==> config.mk <==
export PLATFORM = sky130hd
export DESIGN_NAME = fpcsr_top
export DESIGN_NICKNAME = d
export VERILOG_FILES = /design/src/rtl/fpcsr_pkg.sv /design/src/rtl/fpcsr_ctrl.sv /design/src/rtl/fpcsr_sticky.sv /design/src/rtl/fpcsr_sat.sv /design/src/rtl/fpcsr_top.sv
export SDC_FILE = /design/constraint.sdc
export NUM_CORES = 1
export LEC_CHECK = 0
export ABC_AREA = 0
export BUFFER_PORTS_ARGS = -buffer_cell sky130_fd_sc_hd__buf_2
export CORE_ASPECT_RATIO = 1.1
export CORE_UTILIZATION = 42
export DETAILED_ROUTE_END_ITERATION = 10
export PLACE_DENSITY_LB_ADDON = 0.05
export SETUP_SLACK_MARGIN = 0.05
export SLEW_MARGIN = 20
export SYNTH_ARGS = -nofsm -noshare
export SYNTH_HDL_FRONTEND = slang
export SYNTH_SLANG_ARGS = --single-unit
==> constraint.sdc <==
create_clock -name clk -period 2.31 [get_ports clk]
set_input_delay 0.462 -clock clk [delete_from_list [all_inputs] [get_ports clk]]
set_output_delay 0.462 -clock clk [all_outputs]
set_load 0.03 [all_outputs]
==> src/rtl/fpcsr_pkg.sv <==
package fpcsr_pkg;
  localparam int CSR_W     = 32;
  localparam int NUM_FLAGS = 6;
  localparam int CTL_W     = 5;   // bits 26:22
  localparam int LEN_W     = 3;
  localparam int STRIDE_W  = 2;
  localparam int NZCV_W    = 4;

  localparam logic [CSR_W-1:0] KEEP_MASK = 32'hF7C8_0000;

  typedef enum logic [1:0] {
    RM_NEAREST   = 2'd0,
    RM_PLUS_INF  = 2'd1,
    RM_MINUS_INF = 2'd2,
    RM_ZERO      = 2'd3
  } round_mode_e;

  typedef enum logic [1:0] {
    CMP_EQ = 2'd0,
    CMP_LT = 2'd1,
    CMP_GT = 2'd2,
    CMP_UN = 2'd3
  } cmp_kind_e;

  function automatic logic [NZCV_W-1:0] cmp_to_nzcv(input logic [1:0] kind);
    case (cmp_kind_e'(kind))
      CMP_EQ:  return 4'b0110;
      CMP_LT:  return 4'b1000;
      CMP_GT:  return 4'b0010;
      default: return 4'b0011;
    endcase
  endfunction
endpackage

==> src/rtl/fpcsr_ctrl.sv <==
module fpcsr_ctrl
  import fpcsr_pkg::*;
#(
  parameter bit HALF_EN = 1'b1
) (
  input  logic                clk,
  input  logic                rst_n,
  input  logic                wr_en,
  input  logic [NZCV_W-1:0]   w_nzcv,
  input  logic [CTL_W-1:0]    w_ctl,
  input  logic                w_fz16,
  input  logic [LEN_W-1:0]    w_len,
  input  logic [STRIDE_W-1:0] w_stride,
  input  logic                cmp_valid,
  input  logic [1:0]          cmp_kind,
  output logic [NZCV_W-1:0]   nzcv_q,
  output logic [CTL_W-1:0]    ctl_q,
  output logic                fz16_q,
  output logic [LEN_W-1:0]    len_q,
  output logic [STRIDE_W-1:0] stride_q
);
  logic fz16_wr;

  generate
    if (HALF_EN) begin : g_half
      assign fz16_wr = w_fz16;
    end else begin : g_nohalf
      assign fz16_wr = 1'b0;
    end
  endgenerate

  always_ff @(posedge clk or negedge rst_n) begin
    if (!rst_n) begin
      nzcv_q   <= '0;
      ctl_q    <= '0;
      fz16_q   <= 1'b0;
      len_q    <= '0;
      stride_q <= '0;
    end else if (wr_en) begin
      nzcv_q   <= w_nzcv;
      ctl_q    <= w_ctl;
      fz16_q   <= fz16_wr;
      len_q    <= w_len;
      stride_q <= w_stride;
    end else if (cmp_valid) begin
      nzcv_q   <= cmp_to_nzcv(cmp_kind);
    end
  end
endmodule

==> src/rtl/fpcsr_sticky.sv <==
module fpcsr_sticky #(
  parameter int NF = 6
) (
  input  logic          clk,
  input  logic          rst_n,
  input  logic          wr_en,
  input  logic [NF-1:0] w_flags,
  input  logic [NF-1:0] set_pulse,
  output logic [NF-1:0] flags_q
);
  generate
    for (genvar k = 0; k < NF; k++) begin : g_flag
      always_ff @(posedge clk or negedge rst_n) begin
        if (!rst_n)      flags_q[k] <= 1'b0;
        else if (wr_en)  flags_q[k] <= w_flags[k];
        else if (set_pulse[k]) flags_q[k] <= 1'b1;
      end
    end
  endgenerate
endmodule

==> src/rtl/fpcsr_sat.sv <==
module fpcsr_sat #(
  parameter int LANES = 4
) (
  input  logic             clk,
  input  logic             rst_n,
  input  logic             wr_en,
  input  logic             w_bit,
  input  logic [LANES-1:0] set_pulse,
  output logic             summary
);
  logic [LANES-1:0] lane_q;

  generate
    for (genvar i = 0; i < LANES; i++) begin : g_lane
      logic load_val;
      if (i == 0) begin : g_first
        assign load_val = w_bit;
      end else begin : g_rest
        assign load_val = 1'b0;
      end
      always_ff @(posedge clk or negedge rst_n) begin
        if (!rst_n)            lane_q[i] <= 1'b0;
        else if (wr_en)        lane_q[i] <= load_val;
        else if (set_pulse[i]) lane_q[i] <= 1'b1;
      end
    end
  endgenerate

  assign summary = |lane_q;
endmodule

==> src/rtl/fpcsr_top.sv <==
module fpcsr_top
  import fpcsr_pkg::*;
#(
  parameter bit HALF_EN   = 1'b1,
  parameter int SAT_LANES = 4
) (
  input  logic                 clk,
  input  logic                 rst_n,
  input  logic                 sw_wr_en_i,
  input  logic [31:0]          sw_wdata_i,
  output logic [31:0]          sw_rdata_o,
  input  logic [5:0]           flag_set_i,
  input  logic [SAT_LANES-1:0] sat_set_i,
  input  logic                 cmp_valid_i,
  input  logic [1:0]           cmp_kind_i,
  output logic [1:0]           rmode_o,
  output logic                 ftz_o,
  output logic                 dnan_o,
  output logic                 fz16_o,
  output logic                 ahp_o
);
  logic [NZCV_W-1:0]    nzcv_q;
  logic [CTL_W-1:0]     ctl_q;
  logic                 fz16_q;
  logic [LEN_W-1:0]     len_q;
  logic [STRIDE_W-1:0]  stride_q;
  logic [NUM_FLAGS-1:0] flags_q;
  logic                 qc;
  logic [9:0]           wdata_unused;

  // Positions with no storage behind them: trap enables and reserved bits.
  assign wdata_unused = {sw_wdata_i[15:8], sw_wdata_i[6:5]};

  fpcsr_ctrl #(.HALF_EN(HALF_EN)) u_ctrl (
    .clk       (clk),
    .rst_n     (rst_n),
    .wr_en     (sw_wr_en_i),
    .w_nzcv    (sw_wdata_i[31:28]),
    .w_ctl     (sw_wdata_i[26:22]),
    .w_fz16    (sw_wdata_i[19]),
    .w_len     (sw_wdata_i[18:16]),
    .w_stride  (sw_wdata_i[21:20]),
    .cmp_valid (cmp_valid_i),
    .cmp_kind  (cmp_kind_i),
    .nzcv_q    (nzcv_q),
    .ctl_q     (ctl_q),
    .fz16_q    (fz16_q),
    .len_q     (len_q),
    .stride_q  (stride_q)
  );

  fpcsr_sticky #(.NF(NUM_FLAGS)) u_sticky (
    .clk       (clk),
    .rst_n     (rst_n),
    .wr_en     (sw_wr_en_i),
    .w_flags   ({sw_wdata_i[7], sw_wdata_i[4:0]}),
    .set_pulse (flag_set_i),
    .flags_q   (flags_q)
  );

  fpcsr_sat #(.LANES(SAT_LANES)) u_sat (
    .clk       (clk),
    .rst_n     (rst_n),
    .wr_en     (sw_wr_en_i),
    .w_bit     (sw_wdata_i[27]),
    .set_pulse (sat_set_i),
    .summary   (qc)
  );

  always_comb begin
    sw_rdata_o        = '0;
    sw_rdata_o[31:28] = nzcv_q;
    sw_rdata_o[27]    = qc;
    sw_rdata_o[26:22] = ctl_q;
    sw_rdata_o[21:20] = stride_q;
    sw_rdata_o[19]    = fz16_q;
    sw_rdata_o[18:16] = len_q;
    sw_rdata_o[7]     = flags_q[5];
    sw_rdata_o[4:0]   = flags_q[4:0];
  end

  assign rmode_o = ctl_q[1:0];
  assign ftz_o   = ctl_q[2];
  assign dnan_o  = ctl_q[3];
  assign ahp_o   = ctl_q[4];
  assign fz16_o  = fz16_q;
endmodule

== Word-level counts from Yosys, hierarchy flattened ==
Cells that the tools add are included.
Storage, ports and cells
  word-level logic and storage cells: 53
  input bits: 48
  output and inout port bits: 38
  register bits: 25
Operators by class
  reductions and logical operators: 13
  multiplexer cells: 23
  equality and inequality tests: 2
Operator list (number)
  $reduce_bool A2 Y1: 11
  $mux W1: 20
  $pmux W4 S3: 1
  $mux W4: 2
  $reduce_or A4 Y1: 1
  $eq A2 B1 Y1 const B: 1
  $eq A2 B2 Y1 const B: 1
  $logic_not A2 Y1: 1

== Longest topological paths before layout ==
Gate-level depths: netlist of run 1.
  depth after elaboration: 4
  mapped depth: 4
  gate-level depth less buffers: 2

== Cells and area by module ==
A second synthesis of run 1 with hierarchy kept.
Second synthesis, totals
  cell total of the unflattened synthesis: 101
  area, all modules: 1139.8 um^2
By module, submodules not included
  fpcsr_ctrl: cells each 44, sequential area each 375.4 um^2, area each 625.6 um^2, instances 1
  fpcsr_sticky: cells each 25, sequential area each 150.1 um^2, area each 240.2 um^2, instances 1
  fpcsr_sat: cells each 14, sequential area each 100.1 um^2, area each 142.6 um^2, instances 1
  fpcsr_top: cells each 18, sequential area each 0.0 um^2, area each 131.4 um^2, instances 1

== Least setup slack after synthesis of run 1 ==
OpenSTA, ideal clock, no wires.
  path kind: reg-to-output
  start point: register u_sat.lane_q[1]
  end point: output port sw_rdata_o[27]
  buffers on the path: 1
  data required time: 1.848 ns
  cell stages (with the launch flop): 3
  data arrival time: 1.025 ns
  setup slack: 0.823 ns
  path through: dfrtp_1 -> or4_1 -> buf_4
Between the ends
  cells in the longest elaborated chain, start to end: 1
Ends and longest elaborated chain
  start: declaration: line fpcsr_sat.sv:11  | logic [LANES-1:0] lane_q;
  start signal: indexed assignment: line fpcsr_sat.sv:23  | else if (wr_en) lane_q[i] <= load_val;
  $reduce_or A4 Y1: line fpcsr_sat.sv:29  | assign summary = |lane_q;
  end: declaration: line fpcsr_top.sv:11  | output logic [31:0] sw_rdata_o,
No other way between the ends.

== Worst setup path after layout of run 1 ==
Same ends and word-level chain as after synthesis.

==> flow_metrics.env, run 1 <==
export IMPL_outcome="finished, final reports clean"
export IMPL_postCtsSetupBuffers=0
export IMPL_cts_sinks=25
export IMPL_slew_headroom_pct=59.26
export IMPL_ios=86
export IMPL_grt_total_usage_pct=14.49
export IMPL_ys_warnings_count=0
export IMPL_diodes=0
export IMPL_critPathArrivalTime_ns=1.38
export IMPL_core_area_mm2=0.002520
export IMPL_use_met3_pct=3.794
export IMPL_final_layout_size_suffix_gt1_share_pct=45.91
export IMPL_crit_type="reg -> out"
export IMPL_synth_area_mm2=0.001135
export IMPL_layout_common_cells="65 x buf_2, 25 x dfrtp_1, 14 x nor2_1"
export IMPL_clk_pin_slew_worst_paths_ns=0.13
export IMPL_power_share_sequential_pct=53.0
export IMPL_switchingPower_uw=314.7
export IMPL_drt_iter0_markers=6
export IMPL_die_height_um=56.52
export IMPL_cpMaxStageDelayCell="or4_1"
export IMPL_rows=19
export IMPL_switching_share_pct=33.50
export IMPL_cts_tree="done"
export IMPL_p_int_uw=624.6
export IMPL_peakVddDrop_v=0.0003762
export IMPL_synth_xor_area_share_pct=0
export IMPL_port_buffers=65
export IMPL_finalWirelength_um=1865
export IMPL_power_frac_comb_pct=27.5
export IMPL_hold_path_class="in -> async"
export IMPL_synth_top_family_by_area="simple AND/OR/NAND/NOR gates"
export IMPL_postCtsHoldBufs=0
export IMPL_synth_seq_cells=25
export IMPL_synth_mux_area_share_pct=10.92
export IMPL_drv_slew=0
export IMPL_finalNetCount=208
export IMPL_rsz0062_at_grt="false"
export IMPL_busiest_layer="met2"
export IMPL_synthAdderAreaFrac_pct=0
export IMPL_use_met2_pct=22.63
export IMPL_setup_tns_ns=0
export IMPL_fillers=257
export IMPL_layout_commonest_cell="buf_2"
export IMPL_skew_ns=0
export IMPL_grt_pass1_wl_um=3153
export IMPL_dr_pass1_iters=3
export IMPL_antenna_found_initial=0
export IMPL_cts_resized=0
export IMPL_r2r_start="u_ctrl.nzcv_q[3]"
export IMPL_grt_pass1_vias=770
export IMPL_critPathLaunchType="flop"
export IMPL_crit_start="u_sat.lane_q[1]"
export IMPL_cts_root_buf="clkbuf_4"
export IMPL_rr_worst_depth=2
export IMPL_initial_core_util_pct=45.03
export IMPL_htree_levels=1
export IMPL_dieWidth_um=51.56
export IMPL_clk_path_buf_depth=2
export IMPL_synth_simple_gate_area_share_pct=14.11
export IMPL_fin_crit_ns=1.841
export IMPL_cts_made_buffers=3
export IMPL_drt_wirelength_per_cell_um=9.816
export IMPL_p_per_area_mw_per_mm2=667.9
export IMPL_crit_fanout=2
export IMPL_cp_data_required_time_ns=1.85
export IMPL_max_freq_mhz=543.1
export IMPL_setup_slack_ns=0.4688
export IMPL_ant_nets=0
export IMPL_grt_overflow_total=0
export IMPL_via_per_inst=4.363
export IMPL_final_cell_count_no_fill=190
export IMPL_yosysUniqueCellTypes=21
export IMPL_layout_worst_path_cycle_share_pct=79.70
export IMPL_dp_hpwl_um=1427
export IMPL_slowest_delay_ns=0.50
export IMPL_r2r_end="u_ctrl.nzcv_q[3]"
export IMPL_clock_power_share_pct=19.5
export IMPL_grt_util_met1_pct=19.47
export IMPL_setup_viol=0
export IMPL_setup_worst_path_end="sw_rdata_o[27]"
export IMPL_syn_avg_cell_area_um2=11.13
export IMPL_synth_compound_area_share_pct=5.623
export IMPL_area_growth_pct=23.93
export IMPL_post_route_drc_count=0
export IMPL_grt_max_degree=36
export IMPL_routabilityCongestion=0.6634
export IMPL_clock_latency_ns=0.30
export IMPL_worst_pin_slew_ns=0.6111
export IMPL_dp_cells=186
export IMPL_synth_cells=102
export IMPL_max_cap_violations=0
export IMPL_route_vias_total=829
export IMPL_synth_seq_area_share_pct=55.13
export IMPL_cp_cell_sequence="or4_1 -> buf_2"
export IMPL_r2r_slack_ns=1.44
export IMPL_post_place_ws_ns=0.8048
export IMPL_die_area_mm2=0.002914
export IMPL_endpoint_kind="primary output"
export IMPL_finalHoldViolations=0
export IMPL_cellLeakagePower_nw=0.7363
cells in the mapped netlist:
master,count,share of area (%)
buf_4,17,11
inv_1,1,0.33
o31ai_1,1,0.66
buf_2,3,1.3
and3b_2,1,0.88
conb_1,1,0.33
o31a_1,1,0.77
buf_6,1,0.99
nand3_1,1,0.44
nand2b_2,2,1.5
nor2_1,14,4.6
or3b_1,1,0.77
and2b_4,1,0.88
nor2b_1,2,1.1
mux2_1,11,11
o21ai_1,7,3.1
nand2_1,8,2.6
a31oi_1,2,1.1
nand2b_1,1,0.55
dfrtp_1,25,55
or4_1,1,0.66
kinds of logic (layout without fill, tap and decap cells):
kind of cell,after synthesis,in the layout
DFF,25,25
and+or+nand+nor,32,32
muxes,11,11
other,1,10
buffers and inverters,22,70
AOI/OAI and AO/OA,11,11
layer usage:
layer | part of all wire [%] | vias to the layer above | wire, um
met2 | 48 | 42 | 889
met4 | 0.70 | 0 | 13
li1 | - | 420 | -
met3 | 8.2 | 2 | 152
met5 | 0 | - | 0
met1 | 43 | 365 | 810
critical path: cells and delay by family (launching register included):
kind | cells | cell delay [ns]
AND/OR/NAND/NOR | 1 | 0.50
flip-flops | 1 | 0.39
buffers and inverters | 1 | 0.19
cell type report:
type	instances	area (um2)	share of cell area [%]
Clock buffer	3	22.52	1.601
Clock inverter	1	5.005	0.3559
Inverter	1	3.754	0.2669
Multi-Input combinational cell	64	385.4	27.40
Sequential cell	25	625.6	44.48
Tap cell	31	38.79	2.758
Timing Repair Buffer	65	325.3	23.13
stage by stage:
stage	util, %	power, mW	hold slack [ns]	instance area (um2)
after global routing	55.81	0.9995	0.1501	1406
after CTS	55.81	0.9543	0.1249	1406
after detailed placement	54.72	0.7691	0.4737	1379
after floorplan	-	0.7068	0.1664	1169
after global placement	54.72	0.7643	0.4655	1379
final	55.81	0.9393	0.1146	1406
worst min path at each step:
stage	slack, ns	endpoint
global route	0.15	u_ctrl.nzcv_q[1]
floorplan	0.17	u_ctrl.ctl_q[0]
finish	0.11	u_ctrl.nzcv_q[2]
global placement	0.47	u_ctrl.stride_q[1]
CTS	0.12	u_ctrl.nzcv_q[2]
detailed placement	0.47	u_sat.lane_q[3]
flip-flops by register name, summed over array words and instances, names as in the netlist:
register and count:
u_ctrl.nzcv_q 4, u_sat.lane_q 4, u_ctrl.ctl_q 5, u_ctrl.stride_q 2, u_ctrl.fz16_q 1, u_ctrl.len_q 3
u_sticky.flags_q 6
power by group through the flow:
stage / Clock, mW / Sequential [mW] / Combinational (mW)
final: 0.183 / 0.497 / 0.259
after global routing: 0.216 / 0.504 / 0.280
after CTS: 0.193 / 0.499 / 0.262
after detailed placement: 0 / 0.507 / 0.262
after global placement: 0 / 0.504 / 0.260
after floorplan: 0 / 0.578 / 0.129
Note: power is estimated with default switching activity, not from simulation.
==> run 2: changes to the inputs <==
--- a/config.mk
+++ b/config.mk
@@ -8,7 +8,7 @@
 export ABC_AREA = 0
 export BUFFER_PORTS_ARGS = -buffer_cell sky130_fd_sc_hd__buf_2
 export CORE_ASPECT_RATIO = 1.1
-export CORE_UTILIZATION = 42
+export CORE_UTILIZATION = 39
 export DETAILED_ROUTE_END_ITERATION = 10
 export PLACE_DENSITY_LB_ADDON = 0.05
 export SETUP_SLACK_MARGIN = 0.05
==> constraint.sdc (replaced) <==
create_clock -name clk -period 1.7 [get_ports clk]
set_input_delay 0.34 -clock clk [delete_from_list [all_inputs] [get_ports clk]]
set_output_delay 0.34 -clock clk [all_outputs]
set_load 0.03 [all_outputs]
==> flow_metrics.env, run 2 (synthesis results as in run 1) <==
export IMPL_dp_hpwl_um=1506
export IMPL_rr_worst_depth=2
export IMPL_grt_max_degree=36
export IMPL_largest_reg_flops=6
export IMPL_slew_headroom_pct=58.91
export IMPL_cp_num_cells=2
export IMPL_dr_pass1_iters=4
export IMPL_violations="negative hold slack, negative setup slack"
export IMPL_dp_cells=188
export IMPL_finalNetCount=208
export IMPL_clock_latency_ns=0.30
export IMPL_postLayoutCoreUtil_pct=51.36
export IMPL_drt_iter0_markers=10
export IMPL_path_delay_family="simple AND/OR/NAND/NOR gates"
export IMPL_largest_registers="u_sticky.flags_q x6, u_ctrl.ctl_q x5"
export IMPL_cts_tree="done"
export IMPL_hold_path_class="in -> async"
export IMPL_cp_data_required_time_ns=1.36
export IMPL_setup_tns_ns=-0.02775
export IMPL_endpoint_kind="primary output"
export IMPL_route_vias_total=850
export IMPL_worst_pin_slew_ns=0.6163
export IMPL_grt_pass1_wl_um=3139
export IMPL_core_area_mm2=0.002753
export IMPL_rsz0062_at_grt="true"
export IMPL_ant_nets=0
export IMPL_fin_area_mm2=0.001414
export IMPL_r2r_start="u_ctrl.nzcv_q[3]"
export IMPL_cts_made_buffers=3
export IMPL_crit_type="reg -> out"
export IMPL_peakVddDrop_v=0.0004496
export IMPL_critPathLaunchType="flop"
export IMPL_grt_pass1_vias=774
export IMPL_clk_pin_slew_worst_paths_ns=0.12
export IMPL_htree_levels=1
export IMPL_post_place_ws_ns=0.3199
export IMPL_power_mw=1.281
export IMPL_finalWirelength_um=1950
export IMPL_grt_overflow_total=0
export IMPL_setup_viol=1
export IMPL_timing_hold_ws_ns=-0.001025
export IMPL_crit_buf_inv=1
export IMPL_post_route_drc_count=0
export IMPL_slowest_delay_ns=0.53
export IMPL_cts_sinks=25
export IMPL_rows=20
export IMPL_port_buffers=65
export IMPL_layout_commonest_cell="buf_2"
export IMPL_die_area_mm2=0.003130
export IMPL_p_per_area_mw_per_mm2=906.2
export IMPL_fillers=268
export IMPL_critPathArrivalTime_ns=1.39
export IMPL_layout_common_cells="64 x buf_2, 25 x dfrtp_1, 14 x nor2_1"
export IMPL_area_growth_pct=24.59
export IMPL_final_layout_size_suffix_gt1_share_pct=45.28
export IMPL_cp_cell_sequence="or4_1 -> buf_6"
export IMPL_postCtsHoldBufs=0
export IMPL_antenna_found_initial=0
export IMPL_initial_core_util_pct=41.23
export IMPL_die_height_um=58.58
export IMPL_r2r_slack_ns=0.83
export IMPL_final_cell_count_no_fill=192
export IMPL_r2r_end="u_ctrl.nzcv_q[3]"
export IMPL_drt_wirelength_per_cell_um=10.16
export IMPL_cts_root_buf="clkbuf_4"
export IMPL_fin_crit_ns=1.728
export IMPL_ios=86
export IMPL_skew_ns=0
export IMPL_via_per_inst=4.427
export IMPL_cpMaxStageDelayCell="or4_1"
export IMPL_routabilityCongestion=0.6225
export IMPL_grt_total_usage_pct=14.08
export IMPL_placed_area_mm2=0.001381
export IMPL_clk_path_buf_depth=2
export IMPL_cellLeakagePower_nw=0.7369
export IMPL_max_cap_violations=0
export IMPL_regMostFlops="u_sticky.flags_q"
export IMPL_crit_fanout=2
export IMPL_max_freq_mhz=578.8
export IMPL_diodes=0
export IMPL_postCtsSetupBuffers=0
export IMPL_setup_slack_ns=-0.02775
export IMPL_finalHoldViolations=2
export IMPL_dieWidth_um=53.43
export IMPL_layout_worst_path_cycle_share_pct=101.6
export IMPL_outcome="finished, violations left"
export IMPL_drv_slew=0
## run 2: power by group
group          switching (mW)  leakage, nW  internal (mW)
clock network           0.159       0.0150         0.0914
registers              0.0265        0.293          0.648
logic                   0.241        0.429          0.115
total                   0.427        0.737          0.855
## run 2: final cells by class
cell class / instances / area [um2] / area share, %
well taps: 33 / 41.29 / 2.920
flip-flops and latches: 25 / 625.6 / 44.25
multi-input cells: 64 / 385.4 / 27.26
inverters: 1 / 3.754 / 0.2655
repair buffers: 65 / 331.6 / 23.45
clock buffers: 4 / 26.28 / 1.858
## run 2: worst max path at each step
stage / endpoint / from / slack (ns)
6_report: sw_rdata_o[27] / u_sat.lane_q[2] / -0.03
5_1_grt: sw_rdata_o[27] / u_sat.lane_q[2] / -0.07
4_1_cts: sw_rdata_o[27] / u_sat.lane_q[1] / -0.04
3_5_place_dp: u_ctrl.ctl_q[3] / sw_wr_en_i / 0.32
3_3_place_gp: sw_rdata_o[27] / u_sat.lane_q[1] / 0.32
2_1_floorplan: sw_rdata_o[27] / u_sat.lane_q[1] / 0.34
## run 2: layer usage
layer  vias to the layer above  GRT usage (%)  share of wire (%)
met2                        43          22.68                 49
met3                         2          4.651                9.4
met4                         0          7.895               0.97
li1                        420              -                  -
met1                       385          16.14                 40
met5                         -              0                  0
## run 2: timing repair
| item | CTS | global route |
|---|---|---|
| setup endpoints to repair | 1 | 1 |
| gates resized for setup | 1 | 1 |
| gates cloned | 0 | 0 |
| pin swaps | 0 | 1 |
| hold endpoints to repair | 0 | 0 |
## run 2: worst reg2reg max path, cell delays in order, from the launching register on
cell,delay (ns)
dfrtp_1,0.39
and2b_4,0.15
o31a_1,0.22
==> run 3: changes to the inputs <==
==> constraint.sdc (replaced) <==
create_clock -name clk -period 1.7 [get_ports clk]
set_input_delay 0.085 -clock clk [delete_from_list [all_inputs] [get_ports clk]]
set_output_delay 0.085 -clock clk [all_outputs]
set_load 0.03 [all_outputs]
==> flow_metrics.env, run 3 (synthesis results as in run 1) <==
export IMPL_r2r_end="u_ctrl.nzcv_q[3]"
export IMPL_r2r_slack_ns=0.83
export IMPL_port_buffers=65
export IMPL_outcome="finished, final reports clean"
export IMPL_area_growth_pct=44.32
export IMPL_ant_nets=0
export IMPL_crit_fanout=2
export IMPL_rows=20
export IMPL_setup_tns_ns=0
export IMPL_antenna_found_initial=0
export IMPL_cts_root_buf="clkbuf_4"
export IMPL_layout_common_cells="65 x buf_2, 25 x dfrtp_1, 23 x dlygate4sd3_1"
export IMPL_largest_reg_flops=6
export IMPL_setup_worst_path_end="sw_rdata_o[27]"
export IMPL_fin_crit_ns=1.469
export IMPL_power_mw=1.322
export IMPL_diodes=0
export IMPL_max_freq_mhz=680.7
export IMPL_drt_iter0_markers=13
export IMPL_grt_max_degree=36
export IMPL_hold_path_class="in -> reg"
export IMPL_cp_data_required_time_ns=1.62
export IMPL_p_per_area_mw_per_mm2=807.2
export IMPL_grt_pass1_wl_um=3484
export IMPL_routabilityCongestion=0.6224
export IMPL_r2r_start="u_ctrl.nzcv_q[3]"
export IMPL_htree_levels=1
export IMPL_cellLeakagePower_nw=0.8297
export IMPL_grt_pass1_vias=871
export IMPL_initial_core_util_pct=41.23
export IMPL_dieWidth_um=53.43
export IMPL_max_cap_violations=0
export IMPL_endpoint_kind="primary output"
export IMPL_ios=86
export IMPL_seqCellArea_um2=625.6
export IMPL_post_route_drc_count=0
export IMPL_rr_worst_depth=2
export IMPL_skew_ns=0
export IMPL_worst_pin_slew_ns=0.6289
export IMPL_regMostFlops="u_sticky.flags_q"
export IMPL_slew_headroom_pct=58.07
export IMPL_drt_wirelength_per_cell_um=9.995
export IMPL_fillers=240
export IMPL_setup_viol=0
export IMPL_timing_hold_ws_ns=0.01599
export IMPL_core_area_mm2=0.002753
export IMPL_peakVddDrop_v=0.0004642
export IMPL_finalWirelength_um=2149
export IMPL_dp_cells=188
export IMPL_layout_worst_path_cycle_share_pct=86.41
export IMPL_die_area_mm2=0.003130
export IMPL_placed_area_mm2=0.001381
export IMPL_finalNetCount=231
export IMPL_fin_area_mm2=0.001638
export IMPL_dp_hpwl_um=1506
export IMPL_multi_input_area_um2=385.4
export IMPL_cts_tree="done"
export IMPL_critPathLaunchType="flop"
export IMPL_drv_slew=0
export IMPL_rsz0062_at_grt="false"
export IMPL_crit_start="u_sat.lane_q[1]"
export IMPL_dr_pass1_iters=4
export IMPL_crit_type="reg -> out"
export IMPL_grt_total_usage_pct=15.52
export IMPL_hold_start="flag_set_i[2]"
export IMPL_grt_overflow_total=0
export IMPL_final_cell_count_no_fill=215
export IMPL_finalHoldViolations=0
export IMPL_layout_commonest_cell="buf_2"
export IMPL_clk_pin_slew_worst_paths_ns=0.13
export IMPL_cts_resized=0
export IMPL_clock_latency_ns=0.30
export IMPL_cts_sinks=25
export IMPL_via_per_inst=4.340
export IMPL_critPathArrivalTime_ns=1.38
export IMPL_final_layout_size_suffix_gt1_share_pct=39.56
export IMPL_route_vias_total=933
export IMPL_die_height_um=58.58
export IMPL_clk_path_buf_depth=2
export IMPL_cts_made_buffers=3
export IMPL_largest_registers="u_sticky.flags_q x6, u_ctrl.ctl_q x5"
run 3: critical path, stage by stage, from the launching register on:
cell	delay (ns)
dfrtp_1	0.39
or4_1	0.50
buf_2	0.19
run 3: through the flow:
stage / util, % / worst slack, ns
floorplan: - / 0.5902
finish: 59.50 / 0.2310
global placement: 50.18 / 0.5778
detailed placement: 50.18 / 0.5749
global route: 59.50 / 0.1645
CTS: 59.50 / 0.2129
run 3: worst min-delay path by stage:
stage	end	slack, ns	depth (start not counted)
after floorplan	u_ctrl.ctl_q[0]	-0.21	0
after global placement	u_sat.lane_q[3]	0.11	1
final	u_sticky.flags_q[2]	0.02	3
after detailed placement	u_sat.lane_q[3]	0.10	1
after global routing	u_sticky.flags_q[4]	0.007	3
after CTS	u_sat.lane_q[0]	0.009	3
run 3: cell type report:
type                       count  share of cell area [%]
multi-input combinational     64                   23.53
sequential                    25                   38.20
tap                           33                   2.521
timing repair buffer          88                   33.92
inverter                       1                  0.2292
clock buffer                   4                   1.604
run 3: repair_timing:
item                                    CTS  global route
endpoints found under the setup margin    0             0
endpoints found under the hold margin    47             0
setup buffers                             0             0
hold buffers                             23             0
run 3: routing by layer:
metal / wire [um] / vias up / share of wire, % / global-route usage, %
met1: 843 / 424 / 39 / 17.97
met4: 19 / 0 / 0.88 / 7.895
met2: 1113 / 39 / 52 / 25.71
met3: 173 / 2 / 8.1 / 4.393
met5: 0 / - / 0 / 0
li1: - / 468 / - / -
run 3: where the power goes:
| part | internal, mW | total, mW | switching [mW] |
|---|---|---|---|
| logic | 0.147 | 0.395 | 0.248 |
| registers | 0.648 | 0.674 | 0.0264 |
| clock network | 0.0914 | 0.253 | 0.161 |
